<file path="src/rtl/move_cycle_seq_pkg.sv">
package move_cycle_seq_pkg;

   localparam int KIND_W = 3;
   localparam int STEP_W = 3;

   typedef enum logic [KIND_W-1:0] {
      CK_FETCH   = 3'd0,
      CK_READ    = 3'd1,
      CK_READ_HI = 3'd2,
      CK_WRITE   = 3'd3,
      CK_WRITE_HI= 3'd4,
      CK_IDLE    = 3'd5
   } cyc_kind_e;

   typedef enum logic [3:0] {
      AK_DATA, AK_ADDR, AK_IND, AK_POST, AK_PRE, AK_DISP, AK_INDEX,
      AK_ABS_W, AK_ABS_L, AK_PC_DISP, AK_PC_INDEX, AK_IMM, AK_BAD
   } am_e;

   typedef enum logic [1:0] {
      SZ_BYTE = 2'd0,
      SZ_WORD = 2'd1,
      SZ_LONG = 2'd2,
      SZ_RSVD = 2'd3
   } size_e;

   typedef enum logic [1:0] {
      ST_IDLE, ST_RUN, ST_DONE
   } issue_st_e;

endpackage

</file>
<file path="src/rtl/move_cycle_seq_class.sv">
module move_cycle_seq_class
   import move_cycle_seq_pkg::*;
#(
   parameter int REG_W         = 3,
   parameter int SP_INDEX      = 7,
   parameter bit SP_WORD_ALIGN = 1'b1
)(
   input  logic [2:0]        mode_i,
   input  logic [REG_W-1:0]  reg_i,
   input  size_e             size_i,
   output am_e               am_o,
   output logic [STEP_W-1:0] step_o
);
   localparam int SUB_W = 3;

   logic             hi_clear;
   logic [SUB_W-1:0] sub;
   logic             byte_widen;

   assign sub = reg_i[SUB_W-1:0];

   // Upper register bits must be clear for the mode-7 sub-codes
   generate
      if (REG_W > SUB_W) begin : g_wide
         assign hi_clear = (reg_i[REG_W-1:SUB_W] == '0);
      end else begin : g_narrow
         assign hi_clear = 1'b1;
      end
   endgenerate

   // Byte steps through the stack register stay even when enabled
   generate
      if (SP_WORD_ALIGN) begin : g_sp_align
         assign byte_widen = (reg_i == REG_W'(SP_INDEX));
      end else begin : g_no_align
         assign byte_widen = 1'b0;
      end
   endgenerate

   always_comb begin
      case (mode_i)
         3'd0: am_o = AK_DATA;
         3'd1: am_o = AK_ADDR;
         3'd2: am_o = AK_IND;
         3'd3: am_o = AK_POST;
         3'd4: am_o = AK_PRE;
         3'd5: am_o = AK_DISP;
         3'd6: am_o = AK_INDEX;
         default: begin
            if (!hi_clear) begin
               am_o = AK_BAD;
            end else begin
               case (sub)
                  3'd0:    am_o = AK_ABS_W;
                  3'd1:    am_o = AK_ABS_L;
                  3'd2:    am_o = AK_PC_DISP;
                  3'd3:    am_o = AK_PC_INDEX;
                  3'd4:    am_o = AK_IMM;
                  default: am_o = AK_BAD;
               endcase
            end
         end
      endcase
   end

   always_comb begin
      case (size_i)
         SZ_BYTE: step_o = byte_widen ? STEP_W'(2) : STEP_W'(1);
         SZ_WORD: step_o = STEP_W'(2);
         SZ_LONG: step_o = STEP_W'(4);
         default: step_o = '0;
      endcase
   end

endmodule

</file>
<file path="src/rtl/move_cycle_seq_plan.sv">
module move_cycle_seq_plan
   import move_cycle_seq_pkg::*;
#(
   parameter  int MAX_STEPS = 8,
   localparam int IDX_W     = $clog2(MAX_STEPS),
   localparam int CNT_W     = $clog2(MAX_STEPS + 1)
)(
   input  am_e                              src_am_i,
   input  am_e                              dst_am_i,
   input  size_e                            size_i,
   output logic [MAX_STEPS-1:0][KIND_W-1:0] steps_o,
   output logic [CNT_W-1:0]                 len_o,
   output logic                             bad_o
);
   logic             is_long;
   logic             lead_idle;
   logic             src_mem;
   logic             ext_one;
   logic             ext_two;
   logic             dst_mem;
   logic             dst_ok;
   logic [CNT_W-1:0] n;

   always_comb begin
      is_long   = (size_i == SZ_LONG);
      lead_idle = src_am_i inside {AK_PRE, AK_INDEX, AK_PC_INDEX};
      src_mem   = src_am_i inside {AK_IND, AK_POST, AK_PRE, AK_DISP, AK_INDEX,
                                   AK_ABS_W, AK_ABS_L, AK_PC_DISP, AK_PC_INDEX};
      ext_one   = src_am_i inside {AK_DISP, AK_INDEX, AK_ABS_W, AK_ABS_L,
                                   AK_PC_DISP, AK_PC_INDEX, AK_IMM};
      ext_two   = (src_am_i == AK_ABS_L) || ((src_am_i == AK_IMM) && is_long);
      dst_mem   = dst_am_i inside {AK_IND, AK_POST};
      dst_ok    = dst_am_i inside {AK_DATA, AK_ADDR, AK_IND, AK_POST};
      bad_o     = (size_i == SZ_RSVD) || (src_am_i == AK_BAD) || !dst_ok ||
                  ((size_i == SZ_BYTE) && ((src_am_i == AK_ADDR) || (dst_am_i == AK_ADDR)));
   end

   // Append cycles in bus order: lead idle, extension fetches, reads, writes, final fetch
   always_comb begin
      n = '0;
      for (int i = 0; i < MAX_STEPS; i++) begin
         steps_o[i] = CK_FETCH;
      end
      if (lead_idle) begin
         steps_o[n[IDX_W-1:0]] = CK_IDLE;
         n = n + CNT_W'(1);
      end
      if (ext_one) begin
         steps_o[n[IDX_W-1:0]] = CK_FETCH;
         n = n + CNT_W'(1);
      end
      if (ext_two) begin
         steps_o[n[IDX_W-1:0]] = CK_FETCH;
         n = n + CNT_W'(1);
      end
      if (src_mem) begin
         if (is_long) begin
            steps_o[n[IDX_W-1:0]] = CK_READ_HI;
            n = n + CNT_W'(1);
         end
         steps_o[n[IDX_W-1:0]] = CK_READ;
         n = n + CNT_W'(1);
      end
      if (dst_mem) begin
         if (is_long) begin
            steps_o[n[IDX_W-1:0]] = CK_WRITE_HI;
            n = n + CNT_W'(1);
         end
         steps_o[n[IDX_W-1:0]] = CK_WRITE;
         n = n + CNT_W'(1);
      end
      steps_o[n[IDX_W-1:0]] = CK_FETCH;
      n = n + CNT_W'(1);
      len_o = n;
   end

endmodule

</file>
<file path="src/rtl/move_cycle_seq_issue.sv">
module move_cycle_seq_issue
   import move_cycle_seq_pkg::*;
#(
   parameter  int MAX_STEPS = 8,
   localparam int CNT_W     = $clog2(MAX_STEPS + 1)
)(
   input  logic                             clk,
   input  logic                             rst_n,
   input  logic                             load_i,
   input  logic [MAX_STEPS-1:0][KIND_W-1:0] steps_i,
   input  logic [CNT_W-1:0]                 len_i,
   input  logic                             ready_i,
   output logic                             valid_o,
   output logic [KIND_W-1:0]                kind_o,
   output logic                             first_o,
   output logic                             done_o,
   output logic                             busy_o
);
   issue_st_e        st_q;
   logic [CNT_W-1:0] left_q;
   logic             first_q;
   logic             accept;
   logic [KIND_W-1:0] slot_w [MAX_STEPS+1];

   assign accept = (st_q == ST_RUN) && ready_i;
   assign slot_w[MAX_STEPS] = CK_IDLE;

   // Shift queue: slot 0 is always the offered cycle
   generate
      for (genvar i = 0; i < MAX_STEPS; i++) begin : g_slot
         logic [KIND_W-1:0] q;
         always_ff @(posedge clk or negedge rst_n) begin
            if (!rst_n) begin
               q <= CK_IDLE;
            end else if (load_i) begin
               q <= steps_i[i];
            end else if (accept) begin
               q <= slot_w[i+1];
            end
         end
         assign slot_w[i] = q;
      end
   endgenerate

   always_ff @(posedge clk or negedge rst_n) begin
      if (!rst_n) begin
         st_q    <= ST_IDLE;
         left_q  <= '0;
         first_q <= 1'b0;
      end else begin
         first_q <= load_i;
         case (st_q)
            ST_IDLE: begin
               if (load_i) begin
                  st_q   <= ST_RUN;
                  left_q <= len_i;
               end
            end
            ST_RUN: begin
               if (ready_i) begin
                  left_q <= left_q - CNT_W'(1);
                  if (left_q == CNT_W'(1)) begin
                     st_q <= ST_DONE;
                  end
               end
            end
            default: st_q <= ST_IDLE;
         endcase
      end
   end

   assign valid_o = (st_q == ST_RUN);
   assign kind_o  = slot_w[0];
   assign first_o = first_q;
   assign done_o  = (st_q == ST_DONE);
   assign busy_o  = (st_q != ST_IDLE);

endmodule

</file>
<file path="src/rtl/move_cycle_seq.sv">
module move_cycle_seq
   import move_cycle_seq_pkg::*;
#(
   parameter int REG_W         = 3,
   parameter int MAX_STEPS     = 8,
   parameter int SP_INDEX      = 7,
   parameter bit SP_WORD_ALIGN = 1'b1
)(
   input  logic                                 clk,
   input  logic                                 rst_n,
   input  logic                                 start_i,
   input  logic [1:0]                           size_i,
   input  logic [2:0]                           src_mode_i,
   input  logic [REG_W-1:0]                     src_reg_i,
   input  logic [2:0]                           dst_mode_i,
   input  logic [REG_W-1:0]                     dst_reg_i,
   output logic                                 busy_o,
   output logic                                 cyc_valid_o,
   output logic [move_cycle_seq_pkg::KIND_W-1:0] cyc_kind_o,
   input  logic                                 cyc_ready_i,
   output logic                                 done_o,
   output logic                                 err_o,
   output logic                                 src_adj_o,
   output logic                                 src_adj_dec_o,
   output logic [REG_W-1:0]                     src_adj_reg_o,
   output logic [move_cycle_seq_pkg::STEP_W-1:0] src_adj_step_o,
   output logic                                 dst_adj_o,
   output logic [REG_W-1:0]                     dst_adj_reg_o,
   output logic [move_cycle_seq_pkg::STEP_W-1:0] dst_adj_step_o
);
   localparam int CNT_W     = $clog2(MAX_STEPS + 1);
   localparam int LONGEST   = 7;

   generate
      if (REG_W < 3) begin : g_chk_reg
         $error("move_cycle_seq: REG_W must be at least 3");
      end
      if (MAX_STEPS < LONGEST) begin : g_chk_depth
         $error("move_cycle_seq: MAX_STEPS too small for the longest sequence");
      end
      if (SP_INDEX >= (1 << REG_W)) begin : g_chk_sp
         $error("move_cycle_seq: SP_INDEX outside the register file");
      end
   endgenerate

   size_e                            size_w;
   am_e                              src_am;
   am_e                              dst_am;
   logic [STEP_W-1:0]                src_step;
   logic [STEP_W-1:0]                dst_step;
   logic [MAX_STEPS-1:0][KIND_W-1:0] plan_steps;
   logic [CNT_W-1:0]                 plan_len;
   logic                             plan_bad;
   logic                             take;
   logic                             load;
   logic                             first;
   logic                             err_q;
   logic                             src_pre_q;
   logic                             src_post_q;
   logic                             dst_post_q;
   logic [REG_W-1:0]                 src_reg_q;
   logic [REG_W-1:0]                 dst_reg_q;
   logic [STEP_W-1:0]                src_step_q;
   logic [STEP_W-1:0]                dst_step_q;

   assign size_w = size_e'(size_i);

   move_cycle_seq_class #(
      .REG_W(REG_W), .SP_INDEX(SP_INDEX), .SP_WORD_ALIGN(SP_WORD_ALIGN)
   ) u_src_class (
      .mode_i(src_mode_i), .reg_i(src_reg_i), .size_i(size_w),
      .am_o(src_am), .step_o(src_step)
   );

   move_cycle_seq_class #(
      .REG_W(REG_W), .SP_INDEX(SP_INDEX), .SP_WORD_ALIGN(SP_WORD_ALIGN)
   ) u_dst_class (
      .mode_i(dst_mode_i), .reg_i(dst_reg_i), .size_i(size_w),
      .am_o(dst_am), .step_o(dst_step)
   );

   move_cycle_seq_plan #(.MAX_STEPS(MAX_STEPS)) u_plan (
      .src_am_i(src_am), .dst_am_i(dst_am), .size_i(size_w),
      .steps_o(plan_steps), .len_o(plan_len), .bad_o(plan_bad)
   );

   assign take = start_i && !busy_o;
   assign load = take && !plan_bad;

   always_ff @(posedge clk or negedge rst_n) begin
      if (!rst_n) begin
         err_q      <= 1'b0;
         src_pre_q  <= 1'b0;
         src_post_q <= 1'b0;
         dst_post_q <= 1'b0;
         src_reg_q  <= '0;
         dst_reg_q  <= '0;
         src_step_q <= '0;
         dst_step_q <= '0;
      end else begin
         err_q <= take && plan_bad;
         if (load) begin
            src_pre_q  <= (src_am == AK_PRE);
            src_post_q <= (src_am == AK_POST);
            dst_post_q <= (dst_am == AK_POST);
            src_reg_q  <= src_reg_i;
            dst_reg_q  <= dst_reg_i;
            src_step_q <= src_step;
            dst_step_q <= dst_step;
         end
      end
   end

   move_cycle_seq_issue #(.MAX_STEPS(MAX_STEPS)) u_issue (
      .clk(clk), .rst_n(rst_n), .load_i(load), .steps_i(plan_steps),
      .len_i(plan_len), .ready_i(cyc_ready_i), .valid_o(cyc_valid_o),
      .kind_o(cyc_kind_o), .first_o(first), .done_o(done_o), .busy_o(busy_o)
   );

   assign err_o          = err_q;
   assign src_adj_o      = (first && src_pre_q) || (done_o && src_post_q);
   assign src_adj_dec_o  = first && src_pre_q;
   assign src_adj_reg_o  = src_reg_q;
   assign src_adj_step_o = src_step_q;
   assign dst_adj_o      = done_o && dst_post_q;
   assign dst_adj_reg_o  = dst_reg_q;
   assign dst_adj_step_o = dst_step_q;

endmodule

</file>
<file path="config.mk">
export PLATFORM = sky130hd
export DESIGN_NAME = move_cycle_seq
export DESIGN_NICKNAME = d
export VERILOG_FILES = /design/src/rtl/move_cycle_seq_pkg.sv /design/src/rtl/move_cycle_seq_class.sv /design/src/rtl/move_cycle_seq_plan.sv /design/src/rtl/move_cycle_seq_issue.sv /design/src/rtl/move_cycle_seq.sv
export SDC_FILE = /design/constraint.sdc
export NUM_CORES = 1
export LEC_CHECK = 0
export CORE_UTILIZATION = 30
export DETAILED_ROUTE_END_ITERATION = 6
export DONT_BUFFER_PORTS = 1
export HOLD_SLACK_MARGIN = 0.06
export SKIP_CTS_REPAIR_TIMING = 1
export SYNTH_ARGS = -nofsm -noshare
export SYNTH_HDL_FRONTEND = slang
export SYNTH_HIERARCHICAL = 1
export SYNTH_SLANG_ARGS = --single-unit
</file>
<file path="constraint.sdc">
create_clock -name clk -period 2.1 [get_ports clk]
set_clock_uncertainty 0.05 [all_clocks]
set_input_delay 0.42 -clock clk [delete_from_list [all_inputs] [get_ports clk]]
set_output_delay 0.42 -clock clk [all_outputs]
set_load 0.05 [all_outputs]
</file>
# Word level (Yosys, flattened, before mapping)
# Cells that the tools add are included.
# totals
inputBits,18
latchBits,0
ram_bits,0
romBits,0
ff_bits,47
n_memories,0
output_inout_bits,22
# classes
mux,63
div,0
n_reduce_logical,42
mul,0
n_bitwise,18
n_shift,0
add_sub_neg,8
order_cmp,14
n_eq_ne,46
# op_table
op,n
$mux 24,8
$mux 3,24
$not 24->24,3
$demux 3 s3,7
$pmux 4 s7,2
$and 16x16->16,3
$and 24x24->24,2
$not 16->16,3
$mux 4,10
$pmux 4 s5,2
$eq 3x3->1 const B,10
$add 4x1->4 const B,6
$and 3x24->24,1
$eq 3x2->1 const B,8
$lt 3x4->1 const B,6
$or 8x8->8,3
$eq 4x4->1 const B,5
$ge 3x1->1 const B,6
$pmux 3 s3,2
$eq 4x2->1 const B,4
$eq 4x3->1 const B,4
$logic_and 1x1->1,16
$or 16x16->16,1
$eq 3x1->1 const B,4
other kinds (25),51

# Depth between registers and ports, before layout
# Gate-level depths: netlist (run 1).
# depth
word_depth,27
mapped_depth,29
depth_no_buf,27

# Modules after synthesis
# Netlist (run 1), hierarchy kept.
# modules_own_cells
mod,n_inst,seq_area_each_um2,area_per_inst_um2,cells_each
move_cycle_seq_issue,1,795.8,1514.0,145
move_cycle_seq_plan,1,0.0,1370.1,207
move_cycle_seq,1,400.4,700.7,40
move_cycle_seq_class,2,0.0,101.3,15

# Least setup slack after synthesis (run 1)
# OpenSTA, ideal clock, no wires.
# synth_path
path_kind,input -> register
start,input port src_reg_i[1]
end,register u_issue.left_q[3]
arrival_ns,5.351
setup_ns,0.121
path_slack_ns,-3.422
cell_stages,27
path_cell_list,o21a_1 > o31a_1 > inv_1 > ha_1 > buf_6 > nor2_1 > a211oi_1 > fa_1 > buf_2 > buf_1 > xnor2_1 > inv_1 > ha_1 > nand2_1 > o21ai_2 > ha_1 > nor2_1 > nor2_1 > ha_1 > xnor2_1 > nand2_1 > xnor2_1 > nor2_1 > xnor2_1 > nor2_1 > a31oi_1 > o22a_1
# synth_between
elab_chain_len,23
word_cells_on_any_way,51
# synth_rtl
element,line_no,text
start: declaration,move_cycle_seq.sv:14,"input logic [REG_W-1:0] src_reg_i,"
"$eq 3x3->1, or another cell as far along",move_cycle_seq_class.sv:53,case (sub)
$pmux 4 s5 (*),move_cycle_seq_class.sv:53,
$pmux 4 s7 (*),move_cycle_seq_class.sv:41,case (mode_i)
via src_am[2],move_cycle_seq.sv:47,am_e src_am;
"$eq 4x3->1, or another cell as far along","move_cycle_seq_plan.sv:26, move_cycle_seq_plan.sv:27",
$reduce_bool 3->1,move_cycle_seq_plan.sv:26,"lead_idle = src_am_i inside {AK_PRE, AK_INDEX, AK_PC_INDEX};"
$mux 1,move_cycle_seq_plan.sv:44,if (lead_idle) begin
$add 1x1->2,move_cycle_seq_plan.sv:50,n = n + CNT_W'(1);
[9 not listed],n/a,
$mux 4,move_cycle_seq_plan.sv:65,if (is_long) begin
$mux 4,move_cycle_seq_plan.sv:64,if (dst_mem) begin
$add 4x1->4,move_cycle_seq_plan.sv:70,n = n + CNT_W'(1);
$mux 4 (*),move_cycle_seq_plan.sv:64,
$add 4x1->4 (*),move_cycle_seq_plan.sv:73,n = n + CNT_W'(1);
via plan_len[3],move_cycle_seq.sv:52,logic [CNT_W-1:0] plan_len;
$mux 4 (*),move_cycle_seq_issue.sv:54,if (load_i) begin
$pmux 4 s2 (*),move_cycle_seq_issue.sv:52,case (st_q)
end signal: assignment,move_cycle_seq_issue.sv:56,left_q <= len_i;
end signal: assignment,move_cycle_seq_issue.sv:61,left_q <= left_q - CNT_W'(1);
end: declaration,move_cycle_seq_issue.sv:20,logic [CNT_W-1:0] left_q;
# The timed path passes the listed nets; every way through them passes the cells marked *. The select of a mux whose other input is x is not followed.
# A chain may end at the register's enable or synchronous reset.

# Worst setup path in the final report (run 1)
# Ends and elaborated chain as after synthesis.

==> results of run 1 <==
[sequential cells by signal (all words and copies together) (netlist names)]
name,flops
src_adj_reg_o,3
u_issue/left_q,4
u_issue/kind_o,3
u_issue/st_q,2
u_issue/g_slot.q,21
dst_post_q,1
u_issue/first_o,1
src_adj_step_o,3
src_post_q,1
err_o,1
dst_adj_reg_o,3
dst_adj_step_o,3
src_pre_q,1
[worst register-to-register path: stages (launching register included)]
cell and delay, ns:
dfrtp_1 0.42, or2_1 0.29, nor3b_4 0.26, mux2i_1 0.13, or2_4 0.27, a211o_1 0.29
[layout by cell type, fill, tap and decap left out, drive strengths merged, types with 9 or more instances in the layout]
master,n
nor2b,11
nor3,16
dfstp,16
buf,105
a21oi,22
mux2,15
inv,18
o21ai,29
mux2i,27
nor2,29
ha,14
nand2,58
xnor2,10
o21a,9
dfrtp,31
[layout make-up]
type / instances / area, µm² / share of cell area [%]
multi-input cells: 337 / 2810 / 51.7
repair buffers: 108 / 953 / 17.6
clock inverters: 2 / 60.1 / 1.11
inverters: 18 / 67.6 / 1.25
well taps: 168 / 210 / 3.88
flip-flops and latches: 47 / 1200 / 22.1
clock buffers: 6 / 129 / 2.38
[Yosys cell counts, types with 5 or more instances]
library cell	number
mux2_4	9
nor3_1	12
a21oi_1	21
dfstp_2	16
or3_1	6
nor2b_1	11
nor3b_1	5
mux2_2	6
mux2i_1	26
ha_1	14
a31oi_1	5
nor2_1	29
buf_2	5
dfrtp_1	31
clkbuf_1	7
nand2b_1	5
o21a_1	9
o21ai_1	23
and2_1	6
xnor2_1	8
nand2_1	58
nand3_1	7
inv_1	17
o211ai_1	5
[power groups by stage]
stage	sequential, µW	combinational (µW)	clock [µW]
finish	2040	2410	1030
global route	2090	2620	1100
global placement	2050	2060	0
floorplan	1980	1560	0
CTS	2040	2100	1060
detailed placement	2060	2100	0
[through the flow]
step,hold WS (ns),util [%]
global placement,0.0760,38.9
detailed placement,0.0761,38.9
CTS,-0.240,40.5
global route,0.184,44.6
floorplan,0.0744,-
finish,0.181,44.6
[cells by family after synthesis]
group,share of synthesized area (%)
compound gates,17.1
xor+xnor,3.60
fa+ha+maj,5.15
buf+inv,5.35
flops,31.6
mux,12.6
simple gates,24.6
[layer usage]
| metal | part of all wire (%) | global-route usage, % | vias to the layer above |
|---|---|---|---|
| li1 | - | - | 1695 |
| met4 | 1.4 | 5.11 | 0 |
| met1 | 48 | 21.4 | 1706 |
| met5 | 0 | 0 | - |
| met2 | 48 | 27.6 | 54 |
| met3 | 2.8 | 1.96 | 8 |
[path summary, 6_finish.rpt]
check	start	endpoint	slack, ns	cells past startpoint
setup / recovery	src_reg_i[1]	u_issue/left_q[3]$_DFFE_PN0P_	-2.15	24
hold / removal	cyc_ready_i	u_issue/st_q[0]$_DFFE_PN0P_	0.18	1
setup reg to reg	u_issue/st_q[0]$_DFFE_PN0P_	u_issue/left_q[0]$_DFFE_PN0P_	0.27	5
hold reg to reg	dst_post_q$_DFFE_PN0P_	dst_post_q$_DFFE_PN0P_	0.46	1
max in group asynchronous	rst_n	u_issue/g_slot[3].q[0]$_DFFE_PN1P_	1.11	2
min in group asynchronous	rst_n	src_adj_reg_o[1]$_DFFE_PN0P_	0.59	2
==> out/summary.txt, run 1 <==
run status = finished with violations
failing checks = negative setup slack
dominant cells by area after synthesis = dfrtp_1 (20%), dfstp_2 (11%), mux2i_1 (6.9%)
max_cap viols = 0
sequential group share of total power = 37.2%
clk buf depth = 2
# port buffers = 0
post-synthesis register bit count = 47
RSZ-0062 raised after global routing = yes
Top FF cell, synth = dfrtp_1
WL final = 10.5 mm
worst slew pin tran = 0.501 ns
Synth Instances = 422
worst path required time = 2.23 ns
Syn Nets = 455
crit-path most repeated cell = ha_4
Syn. warnings = 6
final worst path period share = 202%
top cell type's share of synthesized area = 20.5%
fin crit period = 4.25 ns
DRT iter0 DRCs = 259
fin. max-slew vios = 0
Worst-path clk slew = 0.07 ns
worst-path fanout max = 7
synth unique cells = 69
initial core utilization = 31.1%
Pwr Total = 5480 µW
Ant. Diodes = 0
gpl congestion = 0.907
Post-route DRC = 0
Die X = 114 µm
Inserted Clock Buffers = 5
core footprint = 12,200 µm²
num rows = 40
dpl hpwl = 7.66 mm
P&R area growth vs syn = 43.1%
CP delay by family, top = adder cells
Remaining Overflow, GRT = 0
Skew-Pair Late Insertion Delay = 0.29 ns
area leader, netlist = dfrtp_1
Switching Fraction = 41.4%
Power Internal = 3210 µW
Nets = 550
kind of critical path = in2reg
Sw Pwr = 2270 µW
routed vias = 3,463
fmax = 235 MHz
number of I/O pins = 40
sequential area share after synthesis = 31.6%
critical-path cell list = o21a_1 > o31a_1 > inv_2 > ha_4 > nor2_4 > a211oi_4 > fa_2 > xnor2_4 > inv_2 > ha_4 > nand2_4 > o21ai_4 > ha_4 > nor2_2 > nor2_1 > ha_2 > xnor2_2 > nand2_4 > xnor2_4 > nor2_2 > xnor2_1 > nor2_1 > a31oi_1 > o22a_1
routed wire length per instance = 15.2 µm
All-Layer GR Usage = 16.2%
CTS tree = built
Worst path max stage delay = 0.55 ns
final-report hold violation count = 0
Slew headroom = 66.6%
TritonRoute pass-1 iters = 6
cell area after synthesis = 3790 µm²
area post-placement = 4740 µm²
Root Buffer = clkbuf_16
TNS Setup = -65.84 ns
vias in the first global route = 3,499
vias per cell = 5.05
Post-synth EDFFs = 0
Finished Layout Cells = 686
Peak VDD IR = 0.426 mV
WP data arrival = 4.38 ns
clk sinks = 47
ratio of cells with drive above 1 in the final layout = 43.6%
Final ANT Viol Nets = 0
PwrDens = 1010 nW/µm²
Clock Power Share = 18.8%
Leak = 0.00230 µW
initial antenna violation count = 0
largest net degree at the start of global routing = 48
Avg Cell Area, Syn = 8.97 µm²
Hold Crit Class = in2reg
die area = 13,100 µm²
Placed Cells = 662
Fillers = 1,123
Setup Slack @ Placement = -2.55 ns
Finished Cell Area = 5420 µm²
H-tree Lvls = 2
die height = 114 µm
first-pass GRT wire length = 17.0 mm
CP endpoint kind = register
CP Buf/Inv Count = 2
post-layout worst setup margin = -2.15 ns
Synth async-reset ratio = 100%
slowest cell on the critical path = fa_2
# setup viols final = 45
Startpoint Class = input pin
Comb power frac = 44.0%
No activity file was read; power rests on OpenSTA's default activity.
==> inputs of run 2 (changes only) <==
--- a/config.mk
+++ b/config.mk
@@ -9,6 +9,7 @@
 export DETAILED_ROUTE_END_ITERATION = 6
 export DONT_BUFFER_PORTS = 1
 export HOLD_SLACK_MARGIN = 0.06
+export SETUP_SLACK_MARGIN = 0.4
 export SKIP_CTS_REPAIR_TIMING = 1
 export SYNTH_ARGS = -nofsm -noshare
 export SYNTH_HDL_FRONTEND = slang
==> run 2 against run 1 <==
  * The flow still finishes with violations (negative setup slack)
  * Critical path depth stayed put
  * Largest cell class unchanged
  * Wire length is 2.6% higher
  * First-iteration DRC count is 35% lower
==> out/summary.txt, run 2 (synthesis results as in run 1) <==
worst path required time = 2.27 ns (+0.04 ns)
final worst path period share = 201% (-1.2 points)
crit-path most repeated cell = ha_4
Fillers = 1,164 (+3.7%)
Setup Slack @ Placement = -2.55 ns (-0.000450 ns)
Die X = 114 µm (unchanged)
fin crit period = 4.23 ns (-0.0262 ns)
Worst path max stage delay = 0.56 ns (about the same)
Remaining Overflow, GRT = 0 (unchanged)
Clock Power Share = 18.3% (-0.5 points)
fin. max-slew vios = 0 (unchanged)
clk sinks = 47 (unchanged)
WP data arrival = 4.40 ns (+0.02 ns)
RSZ-0062 raised after global routing = yes
num rows = 40 (unchanged)
Reg with most FFs = u_issue/g_slot.q
PwrDens = 1040 nW/µm² (+2.9%)
Post-route DRC = 0 (unchanged)
Nets = 548 (-0.36%)
# port buffers = 0 (unchanged)
gpl congestion = 0.945 (+4.2%)
clk buf depth = 2 (unchanged)
initial antenna violation count = 0 (unchanged)
kind of critical path = in2reg
Comb power frac = 45.8% (+1.8 points)
DRT iter0 DRCs = 168 (-35%)
P&R area growth vs syn = 44.3%
CP endpoint kind = register
fmax = 237 MHz (+0.62%)
Inserted Clock Buffers = 5 (unchanged)
core footprint = 12,200 µm² (unchanged)
number of I/O pins = 40 (unchanged)
TNS Setup = -68.67 ns (-2.83 ns)
routed wire length per instance = 15.7 µm (+2.9%)
Startpoint Class = input pin
H-tree Lvls = 2 (unchanged)
Slew headroom = 51.2% (-15 points)
run status = finished with violations
Worst-path clk slew = 0.07 ns (about the same)
Ant. Diodes = 0 (unchanged)
post-layout worst setup margin = -2.13 ns (+0.0262 ns)
Root Buffer = clkbuf_16
Switching Fraction = 41.3% (-0.13 points)
max FFs per register = 21 (unchanged)
commonest non-fill, non-tap cells in the layout = buf_4 (88), nand2_1 (55), dfrtp_1 (31)
die area = 13,100 µm² (unchanged)
Sw Pwr = 2350 µW (+3.4%)
failing checks = negative setup slack
Leak = 0.00230 µW (about the same)
final-report hold violation count = 0 (unchanged)
Pwr Total = 5680 µW (+3.7%)
CP Buf/Inv Count = 3 (+1)
sequential group share of total power = 35.8% (-1.4 points)
CP delay by family, top = adder cells
max_cap viols = 0 (unchanged)
ratio of cells with drive above 1 in the final layout = 43.2% (-0.41 points)
routed vias = 3,481 (+0.52%)
vias in the first global route = 3,402 (-2.8%)
worst slew pin tran = 0.725 ns (+0.224 ns)
commonest non-fill, non-tap cell in the layout = buf_4
TritonRoute pass-1 iters = 5 (-1)
Skew-Pair Late Insertion Delay = 0.29 ns (about the same)
# setup viols final = 46 (+2.2%)
vias per cell = 5.09 (+0.81%)
first-pass GRT wire length = 16.8 mm (-0.97%)
die height = 114 µm (unchanged)
worst-path fanout max = 7 (unchanged)
critical-path cell list = o21a_1 > o31a_1 > inv_2 > ha_4 > nor2_4 > a211oi_4 > fa_2 > xnor2_4 > inv_2 > ha_4 > nand2_4 > o21ai_4 > ha_4 > nor2_4 > nor2_2 > ha_4 > xnor2_2 > nand2_2 > xnor2_2 > buf_6 > o22ai_4 > a21oi_2 > nor2b_1 > a21oi_1
Min Hold Slack = 0.185 ns (+0.00420 ns)
Power Internal = 3340 µW (+4.0%)
biggest regs = u_issue/g_slot.q x21, u_issue/left_q x4
WL final = 10.7 mm (+2.6%)
All-Layer GR Usage = 16.2% (-0.051 points)
slowest cell on the critical path = fa_2
initial core utilization = 31.1% (unchanged)
CTS tree = built
Final ANT Viol Nets = 0 (unchanged)
Peak VDD IR = 0.322 mV (-24%)
dpl hpwl = 7.76 mm (+1.4%)
Hold Crit Class = in2reg
largest net degree at the start of global routing = 48 (unchanged)
[run 2: cell count changes in the layout (fill, tap and decap cells not counted), sizes merged]
cell    before  now
buf        105  102
clkbuf       8    9
[run 2: area by class of cell]
type | count | area [µm²] | area share [%]
clock buffer | 6 | 129 | 2.36
clock inverter | 2 | 60.1 | 1.10
inverter | 18 | 67.6 | 1.24
multi-input combinational | 337 | 2840 | 52.0
sequential | 47 | 1200 | 21.9
tap | 168 | 210 | 3.85
timing repair buffer | 106 | 958 | 17.5
[run 2: per-stage QoR]
| stage | utilization (%) | instances | cell area (µm²) |
|---|---|---|---|
| final | 44.9 | 684 | 5460 |
| after global placement | 38.3 | 653 | 4660 |
| after floorplan | - | 422 | 3980 |
| after detailed placement | 38.3 | 653 | 4660 |
| after CTS | 39.9 | 661 | 4850 |
| after global routing | 44.9 | 684 | 5460 |
[run 2: per-layer routing]
| metal | routed length, µm | vias to the layer above | global-route usage [%] |
|---|---|---|---|
| li1 | - | 1688 | - |
| met3 | 308 | 11 | 1.48 |
| met4 | 170 | 0 | 5.28 |
| met1 | 5010 | 1720 | 21.3 |
| met5 | 0 | - | 0 |
| met2 | 5230 | 62 | 27.8 |
[run 2: path summary, 6_finish.rpt]
check                      cells past startpoint                          startpoint                                 end  slack (ns)
max                                           24                        src_reg_i[1]  u_issue/g_slot[7].q[0]$_DFFE_PN1P_       -2.13
min                                            1                         cyc_ready_i         u_issue/st_q[0]$_DFFE_PN0P_        0.19
max reg2reg                                    5         u_issue/st_q[0]$_DFFE_PN0P_       u_issue/left_q[0]$_DFFE_PN0P_        0.24
min reg2reg                                    2  u_issue/g_slot[7].q[0]$_DFFE_PN1P_  u_issue/g_slot[7].q[0]$_DFFE_PN1P_        0.47
max in group asynchronous                      2                               rst_n  u_issue/g_slot[1].q[0]$_DFFE_PN1P_        1.12
min in group asynchronous                      2                               rst_n        src_adj_reg_o[0]$_DFFE_PN0P_        0.58
[run 2: power by group through the flow]
stage | Combinational (µW) | Sequential (µW) | Clock, µW
after global placement | 2040 | 2040 | 0
after global routing | 2820 | 2080 | 1090
after CTS | 2100 | 2040 | 1050
after floorplan | 1580 | 1980 | 0
final | 2600 | 2040 | 1040
after detailed placement | 2090 | 2050 | 0
==> inputs of run 3 (changes only) <==
--- a/config.mk
+++ b/config.mk
@@ -9,6 +9,7 @@
 export DETAILED_ROUTE_END_ITERATION = 6
 export DONT_BUFFER_PORTS = 1
 export HOLD_SLACK_MARGIN = 0.06
+export RECOVER_POWER = 100
 export SETUP_SLACK_MARGIN = 0.4
 export SKIP_CTS_REPAIR_TIMING = 1
 export SYNTH_ARGS = -nofsm -noshare
==> run 3 against run 2 <==
  * The run still ends with negative setup slack left
  * Count of clock-buffer cells in the layout did not move
  * Design area shrank 0.98%
  * Fmax shrank 0.25%
==> out/summary.txt, run 3 (synthesis results as in run 1) <==
run status = finished with violations
failing checks = negative setup slack
biggest regs = u_issue/g_slot.q x21, u_issue/left_q x4
Post-route DRC = 0 (unchanged)
DRT iter0 DRCs = 183 (+8.9%)
Ant. Diodes = 0 (unchanged)
Switching Fraction = 41.5% (+0.27 points)
Remaining Overflow, GRT = 0 (unchanged)
worst slew pin tran = 1.22 ns (+0.493 ns)
clk sinks = 47 (unchanged)
vias in the first global route = 3,402 (unchanged)
# setup viols final = 46 (unchanged)
commonest non-fill, non-tap cell in the layout = buf_4
initial antenna violation count = 0 (unchanged)
ratio of cells with drive above 1 in the final layout = 42.1% (-1.2 points)
Comb power frac = 45.5% (-0.3 points)
max_cap viols = 0 (unchanged)
Inserted Clock Buffers = 5 (unchanged)
Final ANT Viol Nets = 0 (unchanged)
fmax = 236 MHz (-0.25%)
Skew-Pair Late Insertion Delay = 0.29 ns (about the same)
Startpoint Class = input pin
first-pass GRT wire length = 16.8 mm (unchanged)
Peak VDD IR = 0.321 mV (-0.53%)
number of I/O pins = 40 (unchanged)
Fillers = 1,172 (+0.69%)
Nets = 548 (unchanged)
register area = 1200 µm² (unchanged)
clk buf depth = 2 (unchanged)
largest net degree at the start of global routing = 48 (unchanged)
num rows = 40 (unchanged)
sequential group share of total power = 36.0% (+0.2 points)
dpl hpwl = 7.76 mm (unchanged)
Leak = 0.00227 µW (-0.97%)
P&R area growth vs syn = 42.8%
CTS tree = built
vias per cell = 5.12 (+0.66%)
routed vias = 3,504 (+0.66%)
Worst-path clk slew = 0.07 ns (about the same)
TNS Setup = -69.26 ns (-0.586 ns)
commonest non-fill, non-tap cells in the layout = buf_4 (85), nand2_1 (55), dfrtp_1 (31)
PwrDens = 1040 nW/µm² (+0.24%)
worst path required time = 2.23 ns (-0.04 ns)
Root Buffer = clkbuf_16
All-Layer GR Usage = 16.2% (unchanged)
Power Internal = 3300 µW (-1.2%)
RSZ-0062 raised after global routing = yes
TritonRoute pass-1 iters = 4 (-1)
core footprint = 12,200 µm² (unchanged)
Hold Crit Class = in2reg
final worst path period share = 202% (+0.51 points)
die height = 114 µm (unchanged)
area of the multi-input gates = 2830 µm² (-0.35%)
Reg with most FFs = u_issue/g_slot.q
H-tree Lvls = 2 (unchanged)
final-report hold violation count = 0 (unchanged)
Die X = 114 µm (unchanged)
fin. max-slew vios = 0 (unchanged)
kind of critical path = in2reg
Clock Power Share = 18.5% (+0.2 points)
Util after Layout = 44.5% (-0.44 points)
CP endpoint kind = register
fin crit period = 4.24 ns (+0.0108 ns)
gpl congestion = 0.945 (unchanged)
WP data arrival = 4.37 ns (-0.03 ns)
post-layout worst setup margin = -2.14 ns (-0.0108 ns)
max FFs per register = 21 (unchanged)
Slew headroom = 18.8% (-32 points)
Sw Pwr = 2340 µW (about the same)
reg-to-reg setup timing slack = 0.23 ns (about the same)
routed wire length per instance = 15.7 µm (+0.42%)
die area = 13,100 µm² (unchanged)
worst-path fanout max = 7 (unchanged)
initial core utilization = 31.1% (unchanged)
WL final = 10.8 mm (+0.42%)
# port buffers = 0 (unchanged)
==> run 3: final cells by class <==
| type | instances | area share, % |
|---|---|---|
| Inverter | 18 | 1.25 |
| Multi-Input combinational cell | 337 | 52.4 |
| Tap cell | 168 | 3.89 |
| Timing Repair Buffer | 106 | 16.9 |
| Clock buffer | 6 | 2.38 |
| Clock inverter | 2 | 1.11 |
| Sequential cell | 47 | 22.1 |
==> run 3: path summary, 6_finish.rpt <==
path	start	to	cells past startpoint
worst max-delay path	src_reg_i[1]	u_issue/left_q[3]$_DFFE_PN0P_	23
worst min-delay path	cyc_ready_i	u_issue/st_q[0]$_DFFE_PN0P_	1
worst max register to register	u_issue/st_q[0]$_DFFE_PN0P_	u_issue/left_q[0]$_DFFE_PN0P_	5
worst min register to register	u_issue/g_slot[7].q[0]$_DFFE_PN1P_	u_issue/g_slot[7].q[0]$_DFFE_PN1P_	2
max in group asynchronous	rst_n	u_issue/g_slot[4].q[1]$_DFFE_PN0P_	2
min in group asynchronous	rst_n	src_adj_reg_o[1]$_DFFE_PN0P_	2
==> run 3: worst max-delay path, cell delays in order <==
cell and delay, ns:
o21a_1 0.17, o31a_1 0.35, inv_2 0.11, ha_4 0.17
nor2_4 0.04, a211oi_4 0.30, fa_2 0.55, xnor2_4 0.19
inv_2 0.07, ha_4 0.28, nand2_4 0.05, o21ai_4 0.06
ha_4 0.23, and2_1 0.14, a31oi_2 0.17, o22ai_2 0.11
a32oi_1 0.21, mux2i_1 0.12, xnor2_1 0.14, xnor2_1 0.13
nor2_1 0.08, a31oi_1 0.04, o22a_1 0.21
==> run 3: per-stage QoR <==
step | total power [µW] | cell area, µm² | hold WS, ns | setup WS (ns) | cells
after floorplan | 3560 | 3980 | 0.0744 | -2.71 | 422
after global placement | 4090 | 4660 | 0.0755 | -2.38 | 653
after detailed placement | 4140 | 4660 | 0.0751 | -2.55 | 653
after CTS | 5190 | 4850 | -0.234 | -2.24 | 661
after global routing | 5940 | 5410 | 0.183 | -2.32 | 684
final | 5640 | 5410 | 0.186 | -2.14 | 684
==> run 3: per-layer routing <==
layer | part of all wire [%] | routed length [µm] | global-route usage (%)
met1 | 47 | 5080 | 21.3
met2 | 49 | 5250 | 27.8
met3 | 2.4 | 260 | 1.48
met4 | 1.6 | 170 | 5.28
met5 | 0 | 0 | 0
==> run 3: power by group through the flow <==
| stage | combinational, µW | sequential [µW] | clock, µW |
|---|---|---|---|
| 2_1_floorplan | 1580 | 1980 | 0 |
| 3_3_place_gp | 2040 | 2040 | 0 |
| 3_5_place_dp | 2090 | 2050 | 0 |
| 4_1_cts | 2100 | 2040 | 1050 |
| 5_1_grt | 2780 | 2080 | 1090 |
| 6_report | 2570 | 2030 | 1040 |
